<file path="src/rtl/tmr_pkg.sv">
package tmr_pkg;
   localparam int CFG_W    = 32;
   localparam int B_IRQ_EN = 0;
   localparam int B_PERIOD = 1;
   localparam int B_VALSET = 2;
   localparam int B_WIDE   = 3;
   localparam int B_PERCAP = 4;
   localparam int B_MSGCAP = 5;
   localparam int B_SZCAP  = 6;
   localparam int ROUTE_LO = 8;
   localparam int ROUTE_W  = 5;
   localparam int ALLOW_LO = 16;
   localparam int ALLOW_W  = 16;

   typedef enum logic [1:0] {
      ST_IDLE  = 2'd0,
      ST_CHECK = 2'd1,
      ST_ARMED = 2'd2,
      ST_CALC  = 2'd3
   } tmr_st_e;
endpackage

</file>
<file path="src/rtl/tmr_cfg_reg.sv">
module tmr_cfg_reg
   import tmr_pkg::*;
#(
   parameter bit                 PER_CAP  = 1'b1,
   parameter bit                 MSG_CAP  = 1'b0,
   parameter bit                 WIDE_CAP = 1'b0,
   parameter logic [ALLOW_W-1:0] ALLOWED  = 16'h0F04
) (
   input  logic             clk_i,
   input  logic             rst_ni,
   input  logic             wr_i,
   input  logic [CFG_W-1:0] data_i,
   input  logic [CFG_W-1:0] mask_i,
   output logic [CFG_W-1:0] cfg_o,
   output logic             periodic_next_o
);
   localparam logic [CFG_W-1:0] ROUTE_BITS = ((CFG_W'(1) << ROUTE_W) - CFG_W'(1)) << ROUTE_LO;
   localparam logic [CFG_W-1:0] CAP_BITS   = (CFG_W'(ALLOWED) << ALLOW_LO)
                                           | (CFG_W'(PER_CAP) << B_PERCAP)
                                           | (CFG_W'(MSG_CAP) << B_MSGCAP)
                                           | (CFG_W'(WIDE_CAP) << B_SZCAP);
   localparam logic [CFG_W-1:0] BASE_RW    = ROUTE_BITS | (CFG_W'(1) << B_IRQ_EN)
                                           | (CFG_W'(1) << B_VALSET);

   logic [CFG_W-1:0] rw_mask;
   logic [CFG_W-1:0] rw_q, rw_d;

   generate
      if (PER_CAP) begin : g_per_rw
         assign rw_mask = BASE_RW | (CFG_W'(1) << B_PERIOD);
      end else begin : g_per_ro
         assign rw_mask = BASE_RW;
      end
   endgenerate

   always_comb begin
      rw_d = rw_q;
      if (wr_i) rw_d = (rw_q & ~(mask_i & rw_mask)) | (data_i & mask_i & rw_mask);
   end

   always_ff @(posedge clk_i or negedge rst_ni) begin
      if (!rst_ni) rw_q <= '0;
      else         rw_q <= rw_d;
   end

   assign cfg_o           = rw_q | CAP_BITS;
   assign periodic_next_o = rw_d[B_PERIOD];

   assert_irq_follow_R2: assert property (@(posedge clk_i) disable iff (!rst_ni)
      (wr_i && mask_i[B_IRQ_EN]) |=> (cfg_o[B_IRQ_EN] == $past(data_i[B_IRQ_EN])));
   assert_cfg_hold_R2: assert property (@(posedge clk_i) disable iff (!rst_ni)
      !wr_i |=> $stable(cfg_o));
   assert_wide_zero_R2: assert property (@(posedge clk_i) disable iff (!rst_ni)
      wr_i |=> !cfg_o[B_WIDE]);
endmodule

</file>
<file path="src/rtl/tmr_rem_div.sv">
module tmr_rem_div #(
   parameter int W = 32
) (
   input  logic         clk_i,
   input  logic         rst_ni,
   input  logic         start_i,
   input  logic [W-1:0] dividend_i,
   input  logic [W-1:0] divisor_i,
   output logic         done_o,
   output logic [W-1:0] rem_o
);
   localparam int CW = $clog2(W + 1);

   logic [W-1:0]  dvd_q, dvs_q, rem_q;
   logic [CW-1:0] left_q;
   logic          busy_q, done_q;
   logic [W:0]    trial, diff;

   assign trial = {rem_q, dvd_q[W-1]};
   assign diff  = trial - {1'b0, dvs_q};

   always_ff @(posedge clk_i or negedge rst_ni) begin
      if (!rst_ni) begin
         dvd_q  <= '0;
         dvs_q  <= '0;
         rem_q  <= '0;
         left_q <= '0;
         busy_q <= 1'b0;
         done_q <= 1'b0;
      end else begin
         done_q <= 1'b0;
         if (start_i) begin
            dvd_q  <= dividend_i;
            dvs_q  <= divisor_i;
            rem_q  <= '0;
            left_q <= CW'(W);
            busy_q <= 1'b1;
         end else if (busy_q) begin
            if (trial >= {1'b0, dvs_q}) rem_q <= diff[W-1:0];
            else                        rem_q <= trial[W-1:0];
            dvd_q  <= dvd_q << 1;
            left_q <= left_q - 1'b1;
            if (left_q == CW'(1)) begin
               busy_q <= 1'b0;
               done_q <= 1'b1;
            end
         end
      end
   end

   assign done_o = done_q;
   assign rem_o  = rem_q;

   assert_rem_bound_R9: assert property (@(posedge clk_i) disable iff (!rst_ni)
      (done_q && dvs_q != '0) |-> (rem_q < dvs_q));
   assert_start_busy_R9: assert property (@(posedge clk_i) disable iff (!rst_ni)
      start_i |=> (busy_q && !done_q));
endmodule

</file>
<file path="src/rtl/tmr_channel.sv">
module tmr_channel
   import tmr_pkg::*;
#(
   parameter int                 CNT_W    = 32,
   parameter bit                 PER_CAP  = 1'b1,
   parameter bit                 MSG_CAP  = 1'b0,
   parameter bit                 WIDE_CAP = 1'b0,
   parameter logic [ALLOW_W-1:0] ALLOWED  = 16'h0F04
) (
   input  logic             clk_i,
   input  logic             rst_ni,
   input  logic [CNT_W-1:0] cnt_i,
   input  logic [CNT_W-1:0] snap_i,
   input  logic             en_i,
   input  logic             cfg_wr_i,
   input  logic [31:0]      cfg_wdata_i,
   input  logic [31:0]      cfg_wmask_i,
   input  logic             cmp_wr_i,
   input  logic [CNT_W-1:0] cmp_wdata_i,
   input  logic [CNT_W-1:0] cmp_wmask_i,
   output logic             fire_o,
   output logic             irq_o,
   output logic [31:0]      cfg_o,
   output logic [CNT_W-1:0] cmp_o,
   output logic [CNT_W-1:0] period_o
);
   localparam logic [CNT_W-1:0] CMP_RST = '1;

   generate
      if (CNT_W < 8 || CNT_W > 64) begin : g_bad_width
         $error("tmr_channel: CNT_W must lie in 8..64");
      end
   endgenerate

   logic             per_next;
   logic [CNT_W-1:0] cmp_q, per_q, base_q, div_rem, cmp_merge, per_merge;
   logic             en_q, hit, behind, rearm, can_repeat, periodic, val_set;
   logic             div_start, div_done, fire;
   tmr_st_e          st_q, st_d;

   tmr_cfg_reg #(
      .PER_CAP(PER_CAP), .MSG_CAP(MSG_CAP), .WIDE_CAP(WIDE_CAP), .ALLOWED(ALLOWED)
   ) u_cfg (
      .clk_i(clk_i), .rst_ni(rst_ni), .wr_i(cfg_wr_i),
      .data_i(cfg_wdata_i), .mask_i(cfg_wmask_i),
      .cfg_o(cfg_o), .periodic_next_o(per_next)
   );

   tmr_rem_div #(.W(CNT_W)) u_div (
      .clk_i(clk_i), .rst_ni(rst_ni), .start_i(div_start),
      .dividend_i(cnt_i - cmp_q), .divisor_i(per_q),
      .done_o(div_done), .rem_o(div_rem)
   );

   assign periodic   = cfg_o[B_PERIOD];
   assign val_set    = cfg_o[B_VALSET];
   assign can_repeat = periodic && (per_q != '0);
   assign hit        = (cnt_i == cmp_q);
   assign behind     = (cmp_q - cnt_i) > (cmp_q - snap_i);
   assign rearm      = (en_i && !en_q) || cfg_wr_i || cmp_wr_i;
   assign cmp_merge  = (cmp_q & ~cmp_wmask_i) | (cmp_wdata_i & cmp_wmask_i);
   assign per_merge  = (per_q & ~cmp_wmask_i) | (cmp_wdata_i & cmp_wmask_i);

   always_comb begin
      st_d      = st_q;
      fire      = 1'b0;
      div_start = 1'b0;
      case (st_q)
         ST_CHECK: begin
            if (hit || (behind && !can_repeat)) begin
               fire      = 1'b1;
               div_start = can_repeat;
               st_d      = can_repeat ? ST_CALC : ST_IDLE;
            end else if (behind) begin
               div_start = 1'b1;
               st_d      = ST_CALC;
            end else begin
               st_d = ST_ARMED;
            end
         end
         ST_ARMED: begin
            if (hit) begin
               fire      = 1'b1;
               div_start = can_repeat;
               st_d      = can_repeat ? ST_CALC : ST_IDLE;
            end
         end
         ST_CALC: begin
            if (div_done) st_d = ST_ARMED;
         end
         default: ;
      endcase
      if (!en_i) begin
         st_d      = ST_IDLE;
         fire      = 1'b0;
         div_start = 1'b0;
      end else if (rearm) begin
         st_d      = ST_CHECK;
         fire      = 1'b0;
         div_start = 1'b0;
      end
   end

   always_ff @(posedge clk_i or negedge rst_ni) begin
      if (!rst_ni) begin
         st_q   <= ST_IDLE;
         en_q   <= 1'b0;
         cmp_q  <= CMP_RST;
         per_q  <= '0;
         base_q <= '0;
      end else begin
         st_q <= st_d;
         en_q <= en_i;
         if (div_start) base_q <= cnt_i;
         if (st_q == ST_CALC && div_done && st_d == ST_ARMED)
            cmp_q <= base_q + (per_q - div_rem);
         if (cmp_wr_i) begin
            if (periodic) begin
               per_q <= per_merge;
               if (val_set) cmp_q <= cmp_merge;
            end else begin
               cmp_q <= cmp_merge;
            end
         end
         if (cfg_wr_i && !per_next) per_q <= '0;
      end
   end

   assign fire_o   = fire;
   assign irq_o    = fire && cfg_o[B_IRQ_EN];
   assign cmp_o    = cmp_q;
   assign period_o = per_q;

   assert_fire_single_R6: assert property (@(posedge clk_i) disable iff (!rst_ni)
      fire_o |=> !fire_o);
   assert_oneshot_idle_R7: assert property (@(posedge clk_i) disable iff (!rst_ni)
      (fire_o && !periodic && !rearm) |=> (st_q == ST_IDLE));
   assert_period_zero_R5: assert property (@(posedge clk_i) disable iff (!rst_ni)
      !cfg_o[B_PERIOD] |-> (per_q == '0));
   assert_cmp_hold_R4: assert property (@(posedge clk_i) disable iff (!rst_ni)
      (cmp_wr_i && periodic && !val_set && !cfg_wr_i) |=> $stable(cmp_o));
   assert_disabled_idle_R11: assert property (@(posedge clk_i) disable iff (!rst_ni)
      !$past(en_i) |-> (st_q == ST_IDLE));
endmodule

</file>
<file path="config.mk">
export PLATFORM = sky130hd
export DESIGN_NAME = tmr_channel
export DESIGN_NICKNAME = d
export VERILOG_FILES = /design/src/rtl/tmr_pkg.sv /design/src/rtl/tmr_cfg_reg.sv /design/src/rtl/tmr_rem_div.sv /design/src/rtl/tmr_channel.sv
export SDC_FILE = /design/constraint.sdc
export NUM_CORES = 1
export LEC_CHECK = 0
export ABC_AREA = 1
export BUFFER_PORTS_ARGS = -buffer_cell sky130_fd_sc_hd__clkbuf_2
export CAP_MARGIN = 10
export CORE_MARGIN = 2
export CORE_UTILIZATION = 50
export CTS_BUF_LIST = sky130_fd_sc_hd__clkbuf_8
export DETAILED_ROUTE_END_ITERATION = 6
export GPL_ROUTABILITY_DRIVEN = 0
export PLACE_DENSITY = 0.71
export SETUP_SLACK_MARGIN = 0.02
export SYNTH_ARGS = -nofsm -noshare
export SYNTH_HDL_FRONTEND = slang
export SYNTH_SLANG_ARGS = --single-unit
</file>
<file path="constraint.sdc">
create_clock -name clk_i -period 5.9 [get_ports clk_i]
set_input_delay 0 -clock clk_i [delete_from_list [all_inputs] [get_ports clk_i]]
set_output_delay 0 -clock clk_i [all_outputs]
set_load 0.005 [all_outputs]
</file>
==> impl_metrics.py, run 1 <==
metrics = {
    "status": {
        "outcome": "complete, but fails checks",
        "violations": "DRC",
    },
    "setup_path": {
        "cp_slowest_cell": "dfstp_2",
        "worst_ep_required_time_ns": 6.38,
        "reg2reg_to": "u_div.rem_o[12]$_DFFE_PN0P_",
        "startpoint": "cmp_o[0]$_DFF_PN1_",
        "startpoint_type": "register",
        "r2r_slack_ns": 0.48,
        "cp_top_family": "simple AND/OR/NAND/NOR gates",
        "cp.arrival_ns": 5.90,
        "crit_path_max_incr_delay_ns": 0.58,
        "cp.buffers_inverters": 4,
        "r2r-start": "cmp_o[0]$_DFF_PN1_",
        "crit_cells": 29,
        "worstPathMaxFanout": 22,
        "r2r_cells": 29,
        "crit_top_cell": "nand2_1",
        "path_class": "register to register",
        "cp-end-kind": "register",
    },
    "routing": {
        "routed_via_density": 5.71,
        "vias": 22300,
        "first_pass_iters": 7,
        "drc": 1,
        "dr.first_iter.drc_count": 2495,
        "wirelength_um": 72700,
        "wl_per_cell_um": 18.6,
        "ant_nets": 0,
    },
    "sta": {
        "rsz0062_at_grt": "no",
        "fmax_ghz": 0.185,
        "maxSlewViolCount": 0,
        "fin_worst_skew_ns": 0.0175,
        "tightest_slew_ns": 0.931,
        "fin_tns_setup_ns": 0,
        "setup-violations-final": 0,
        "period_minus_slack_ns": 5.42,
        "period_share_pct": 91.8,
        "max_slew_margin_pct": 37.9,
        "finalHoldViolations": 0,
        "hold_ws_ns": 0.0663,
    },
    "floorplanning": {
        "die_w_um": 207,
        "initial_core_util_pct": 50.6,
        "core_area_um2": 40800,
        "rows": 74,
        "io_pins": 295,
        "dieHeight_um": 207,
        "die_area_um2": 42900,
    },
    "clock_tree": {
        "numClockSinks": 211,
        "cts_setup_buffers": 0,
        "cts_tree": "yes",
        "h-tree-depth": 2,
        "root_buffer": "clkbuf_8",
        "clockBufferDepth": 3,
        "cts_buffers": 38,
        "cts.reportedPaths.clkPinSlew_ns": 0.07,
        "clk_latency_ns": 0.57,
    },
    "synthesis": {
        "netlist_top_cells_area": "dfrtp_1 22%, ha_1 12%, nand2_1 11%, inv_1 9.2%, o21ai_0 6.4%",
        "yosys_warnings": 0,
        "synth_ff_type": "dfrtp_1",
        "yosysTopAreaCell": "dfrtp_1",
        "syn_area_per_cell_um2": 6.89,
        "synth_seq_cells": 211,
        "ys_async_sr_fraction_pct": 100,
        "synth_cell_types": 51,
        "synth_top_area_share_pct": 21.7,
        "syn_inst": 2996,
        "ys_seq_area_share_pct": 25.8,
        "netlist_area_um2": 20600,
        "synth_edf_count": 0,
    },
    "pwr": {
        "pwr-share-clk_pct": 11.9,
        "pwr-share-seq_pct": 21.2,
        "combinationalPowerShare_pct": 67.0,
        "power.density_nw_per_um2": 475,
        "p_sw_share_pct": 52.6,
        "ir_worst_vdd_uv": 192,
        "p_leak_nw": 12.6,
        "p_switching_mw": 6.13,
        "power.internal_mw": 5.52,
    },
    "global_route": {
        "track_usage_pct": 32.9,
        "grt_max_degree": 136,
        "overflow": 0,
        "antenna_found_initial": 1,
        "grt_pass1_wl_um": 113000,
        "grt_pass1_vias": 22200,
    },
    "place": {
        "dp.cells": 3685,
        "io_buffers": 222,
        "dp_hpwl_um": 55200,
    },
    "final_layout": {
        "drive_gt1_share_pct": 11.3,
        "layout_commonest_cell": "nand2_1",
        "final_cell_mix": "593 x nand2_1, 516 x inv_1, 269 x nor2_1, 264 x o21ai_0, 244 x a21oi_1",
        "final_nets": 3780,
        "fin_cells": 3910,
        "area_growth_pct": 18.9,
    },
    "run": {
        "cap_violations": 0,
    },
    "worst_hold_path": {
        "hp-class": "input pin to asynchronous set/reset pin",
    },
}
flip-flops by register name, summed over array words and instances (netlist names), named ones only:
signal / count
u_cfg.rw_q: 1
period_o: 32
u_div.rem_o: 32
cmp_o: 32
base_q: 32
u_div.left_q: 6
u_div.dvd_q: 32
st_q: 2
en_q: 1
u_div.done_o: 1
u_div.dvs_q: 32
u_div.busy_q: 1
cells by family after synthesis:
group | after synthesis | share of synthesized area [%]
buffers and inverters | 628 | 12.3
AND/OR/NAND/NOR | 1067 | 21.1
XOR/XNOR | 146 | 6.20
flip-flops | 211 | 25.8
adder cells (fa/ha/maj) | 231 | 15.3
AO/OA/AOI/OAI | 711 | 19.3
other | 2 | 0.0364
worst reg2reg max path, delay by kind of cell (launching register included):
family	cells	cell delay (ns)
adder cells (fa/ha/maj)	3	0.65
flip-flops	1	0.58
AND/OR/NAND/NOR	15	2.23
buffers and inverters	4	0.54
AO/OA/AOI/OAI	7	1.34
synth_stat cells, types with 4 or more instances:
| master | n |
|---|---|
| a221oi_1 | 4 |
| clkbuf_2 | 4 |
| ha_1 | 196 |
| nor2_4 | 4 |
| nand2_1 | 594 |
| xnor2_1 | 48 |
| nor4_1 | 7 |
| o21ai_1 | 40 |
| nand3_1 | 123 |
| dfrtp_1 | 179 |
| inv_2 | 5 |
| o221ai_1 | 19 |
| o21ai_0 | 264 |
| a21o_1 | 17 |
| inv_1 | 506 |
| o21bai_1 | 16 |
| nand4_1 | 23 |
| fa_1 | 35 |
| nor2_1 | 269 |
| a21boi_0 | 9 |
| clkbuf_1 | 45 |
| a21oi_1 | 245 |
| o211ai_1 | 24 |
| nor2_2 | 5 |
| o21a_1 | 21 |
| buf_2 | 31 |
| o22ai_1 | 4 |
| xor2_1 | 98 |
| nand2_2 | 8 |
| dfstp_2 | 32 |
| buf_4 | 30 |
| a31oi_1 | 21 |
| o2111ai_1 | 4 |
| nor3_1 | 25 |
| buf_1 | 4 |
| a21oi_2 | 11 |
per-layer routing:
layer	vias to the layer above	global-route usage [%]	part of all wire, %
met1	10200	40.6	39
met3	371	6.52	9.9
met2	1341	53.3	45
met4	0	19.5	6.6
li1	10400	-	-
met5	-	0	0
worst max-delay path by stage:
stage / slack (ns) / to
floorplan: 1.64 / u_div.busy_q$_DFF_PN0_
global placement: 0.46 / cmp_o[31]$_DFF_PN1_
detailed placement: 0.39 / u_div.rem_o[12]$_DFFE_PN0P_
CTS: 0.36 / cmp_o[26]$_DFF_PN1_
global route: 0.05 / cmp_o[26]$_DFF_PN1_
finish: 0.48 / u_div.rem_o[12]$_DFFE_PN0P_
what timing repair did:
item,in CTS,in global routing
hold endpoints to repair,211,0
hold buffers,159,0
gates resized for setup,0,5
setup endpoints to repair,0,91
power groups by stage:
stage / clock, mW / combinational, mW / sequential [mW]
6_report: 1.39 / 7.80 / 2.46
4_1_cts: 1.40 / 7.59 / 2.44
3_5_place_dp: 0 / 7.41 / 2.45
2_1_floorplan: 0 / 5.53 / 2.25
5_1_grt: 1.45 / 8.68 / 2.51
3_3_place_gp: 0 / 7.28 / 2.44
through the flow:
step,util (%),cell area [um2],worst slack (ns),total power [mW]
floorplan,-,20700,1.64,7.79
global placement,54.3,22200,0.465,9.72
detailed placement,54.3,22200,0.388,9.86
CTS,60.0,24500,0.356,11.4
global route,60.1,24500,0.0461,12.6
finish,60.1,24500,0.482,11.7
cell type report:
class | instances | area [um2]
fillers | 3666 | 16300
multi-input cells | 2179 | 12900
flip-flops and latches | 211 | 5320
repair buffers | 410 | 2980
inverters | 512 | 1920
well taps | 532 | 666
clock buffers | 48 | 661
clock inverters | 17 | 75.1
diodes | 1 | 2.50
Power figures use the tool's default switching activity.
==> inputs of run 2 (changes only) <==
==> constraint.sdc (replaced) <==
create_clock -name clk_i -period 5.9 [get_ports clk_i]
set_input_delay 1.18 -clock clk_i [delete_from_list [all_inputs] [get_ports clk_i]]
set_output_delay 1.18 -clock clk_i [all_outputs]
set_load 0.005 [all_outputs]
==> run 2 against run 1 <==
  * Via count increased by 0.23%
  * Sequential share of layout area decreased by 0.77 points
  * Global-route usage decreased by 0.44 points
  * Worst setup slack got worse by 0.46 ns
  * The run now ends clean
  * Die area unchanged
  * Critical path type is now input pin to output pin
  * Utilization increased by 2.2 points
  * Count of clock-buffer cells in the layout decreased by 1
  * Highest routed layer unchanged
  * Hold slack improved by 0.42 ns
  * Total power increased by 6.2%
==> impl_metrics.py, run 2 (same netlist as run 1, synthesis figures left out) <==
metrics = {
    "setup_path": {
        "cp-end-kind": "output pin",
        "cp_slowest_cell": "o21ai_0",
        "worstPathMaxFanout": 5,
        "worst_ep_required_time_ns": 4.72,
        "cp.arrival_ns": 4.70,
        "cp.buffers_inverters": 5,
        "crit_path_max_incr_delay_ns": 0.38,
        "r2r_slack_ns": 0.82,
        "startpoint_type": "input pin",
        "path_cells": "clkbuf_2 > inv_1 > ha_1 > buf_4 > nand2_1 > o21ai_0 > o21bai_1 > a21oi_4 > o41ai_2 > xor2_1 > ha_1 > buf_4 > a21oi_1 > o21a_1 > nand2_1 > nor2_2 > nand2_1 > nand2_2 > nand2_2 > nand3_2 > o21ai_2 > nand2_2 > nor2_1 > buf_2",
        "cp_top_family": "compound AO/OA/AOI/OAI gates",
        "path_class": "input pin to output pin",
    },
    "sta": {
        "fmax_ghz": 0.170,
        "finalHoldViolations": 0,
        "maxSlewViolCount": 0,
        "max_slew_margin_pct": 15.4,
        "tightest_slew_ns": 1.27,
        "period_minus_slack_ns": 5.88,
        "period_share_pct": 99.6,
        "fin_worst_skew_ns": 0.0325,
        "fin_tns_setup_ns": 0,
        "rsz0062_at_grt": "yes",
        "setup-violations-final": 0,
    },
    "final_layout": {
        "utilization_pct": 62.3,
        "layout_commonest_cell": "nand2_1",
        "final_nets": 3874,
        "area_growth_pct": 23.2,
        "final_cell_mix": "579 x nand2_1, 508 x inv_1, 276 x buf_4, 259 x nor2_1, 255 x o21ai_0",
        "design_area_um2": 25400,
        "fin_cells": 4005,
        "drive_gt1_share_pct": 21.2,
    },
    "floorplanning": {
        "initial_core_util_pct": 50.6,
        "io_pins": 295,
        "rows": 74,
        "die_area_um2": 42900,
        "core_area_um2": 40800,
        "dieHeight_um": 207,
        "die_w_um": 207,
    },
    "routing": {
        "ant_nets": 0,
        "vias": 22400,
        "routed_via_density": 5.59,
        "wl_per_cell_um": 18.0,
        "dr.first_iter.drc_count": 1980,
        "first_pass_iters": 6,
        "wirelength_um": 72100,
        "drc": 0,
    },
    "global_route": {
        "grt_max_degree": 112,
        "track_usage_pct": 32.4,
        "antenna_found_initial": 1,
        "overflow": 0,
        "grt_pass1_wl_um": 112000,
        "grt_pass1_vias": 22100,
    },
    "place": {
        "dp.cells": 3923,
        "dp_hpwl_um": 57800,
        "placed_area_um2": 24000,
        "io_buffers": 222,
    },
    "clock_tree": {
        "cts_tree": "yes",
        "cts_buffers": 37,
        "clk_latency_ns": 0.57,
        "h-tree-depth": 2,
        "ctsHoldBuffers": 0,
        "numClockSinks": 211,
        "cts.reportedPaths.clkPinSlew_ns": 0.06,
        "root_buffer": "clkbuf_8",
        "clockBufferDepth": 3,
    },
    "pwr": {
        "p_leak_nw": 13.3,
        "power.internal_mw": 6.02,
        "pwr-share-seq_pct": 19.9,
        "power_mw": 12.4,
        "combinationalPowerShare_pct": 68.6,
        "p_sw_share_pct": 51.4,
        "p_switching_mw": 6.36,
        "power.density_nw_per_um2": 487,
        "pwr-share-clk_pct": 11.5,
        "ir_worst_vdd_uv": 204,
    },
    "worst_hold_path": {
        "hp-class": "register to register",
    },
    "status": {
        "outcome": "completed",
    },
    "run": {
        "cap_violations": 0,
    },
}
==> run 2: cell types whose count changed in the layout (fill, tap and decap cells not counted), sizes merged <==
cell,delta
buf,+256
dlygate4sd3,-159
clkbuf,-3
bufinv,+1
==> run 2: metrics by stage <==
step / hold WS, ns / setup WS [ns]
finish: 0.484 / 0.0244
global route: 0.509 / -0.236
CTS: 0.489 / -0.102
detailed placement: 0.474 / -0.540
global placement: 0.467 / -0.453
floorplan: 0.453 / 0.328
==> run 2: power by group through the flow <==
stage	clock, mW	combinational (mW)	sequential [mW]
final	1.42	8.49	2.47
after global routing	1.49	9.43	2.51
after CTS	1.44	8.12	2.44
after detailed placement	0	7.94	2.45
after global placement	0	7.76	2.44
after floorplan	0	5.53	2.25
==> run 2: timing repair <==
item	4_1_cts	5_1_grt
buffers inserted	6	11
resized for setup	54	77
pin swaps	25	43
setup endpoints to repair	2	2
==> run 2: layer usage <==
metal / GRT usage, % / vias up / share of wire [%]
li1: - / 10600 / -
met1: 41.6 / 10500 / 40
met2: 54.1 / 1084 / 46
met3: 4.41 / 238 / 8.4
met4: 15.5 / 0 / 5.2
met5: 0 / - / 0
==> run 2: area by class of cell <==
class,count,area (um2)
inverter,512,1920
fill,3713,15400
clock inverter,18,110
antenna,1,2.50
tap,532,666
sequential,211,5320
multi-input combinational,2179,13400
timing repair buffer,505,3340
clock buffer,47,647
==> run 2: worst register-to-register path: cells and delay by family (launching register included) <==
kind | cells | cell delay [ns]
and+or+nand+nor | 14 | 1.50
AOI/OAI and AO/OA | 5 | 1.16
buffers and inverters | 7 | 1.01
adders and majority gates | 2 | 0.60
DFF | 1 | 0.56
xor gates and xnor gates | 1 | 0.16
==> run 2: final timing paths <==
path,from,end,cells after the start
max in group asynchronous,rst_ni,u_div.rem_o[25]$_DFFE_PN0P_,2
min in group asynchronous,rst_ni,u_div.dvd_q[3]$_DFFE_PN0P_,1
setup reg to reg,cmp_o[20]$_DFF_PN1_,cmp_o[14]$_DFF_PN1_,29
setup / recovery,cnt_i[14],irq_o,24
hold / removal,base_q[16]$_DFFE_PN0P_,base_q[16]$_DFFE_PN0P_,2
hold reg to reg,base_q[16]$_DFFE_PN0P_,base_q[16]$_DFFE_PN0P_,2
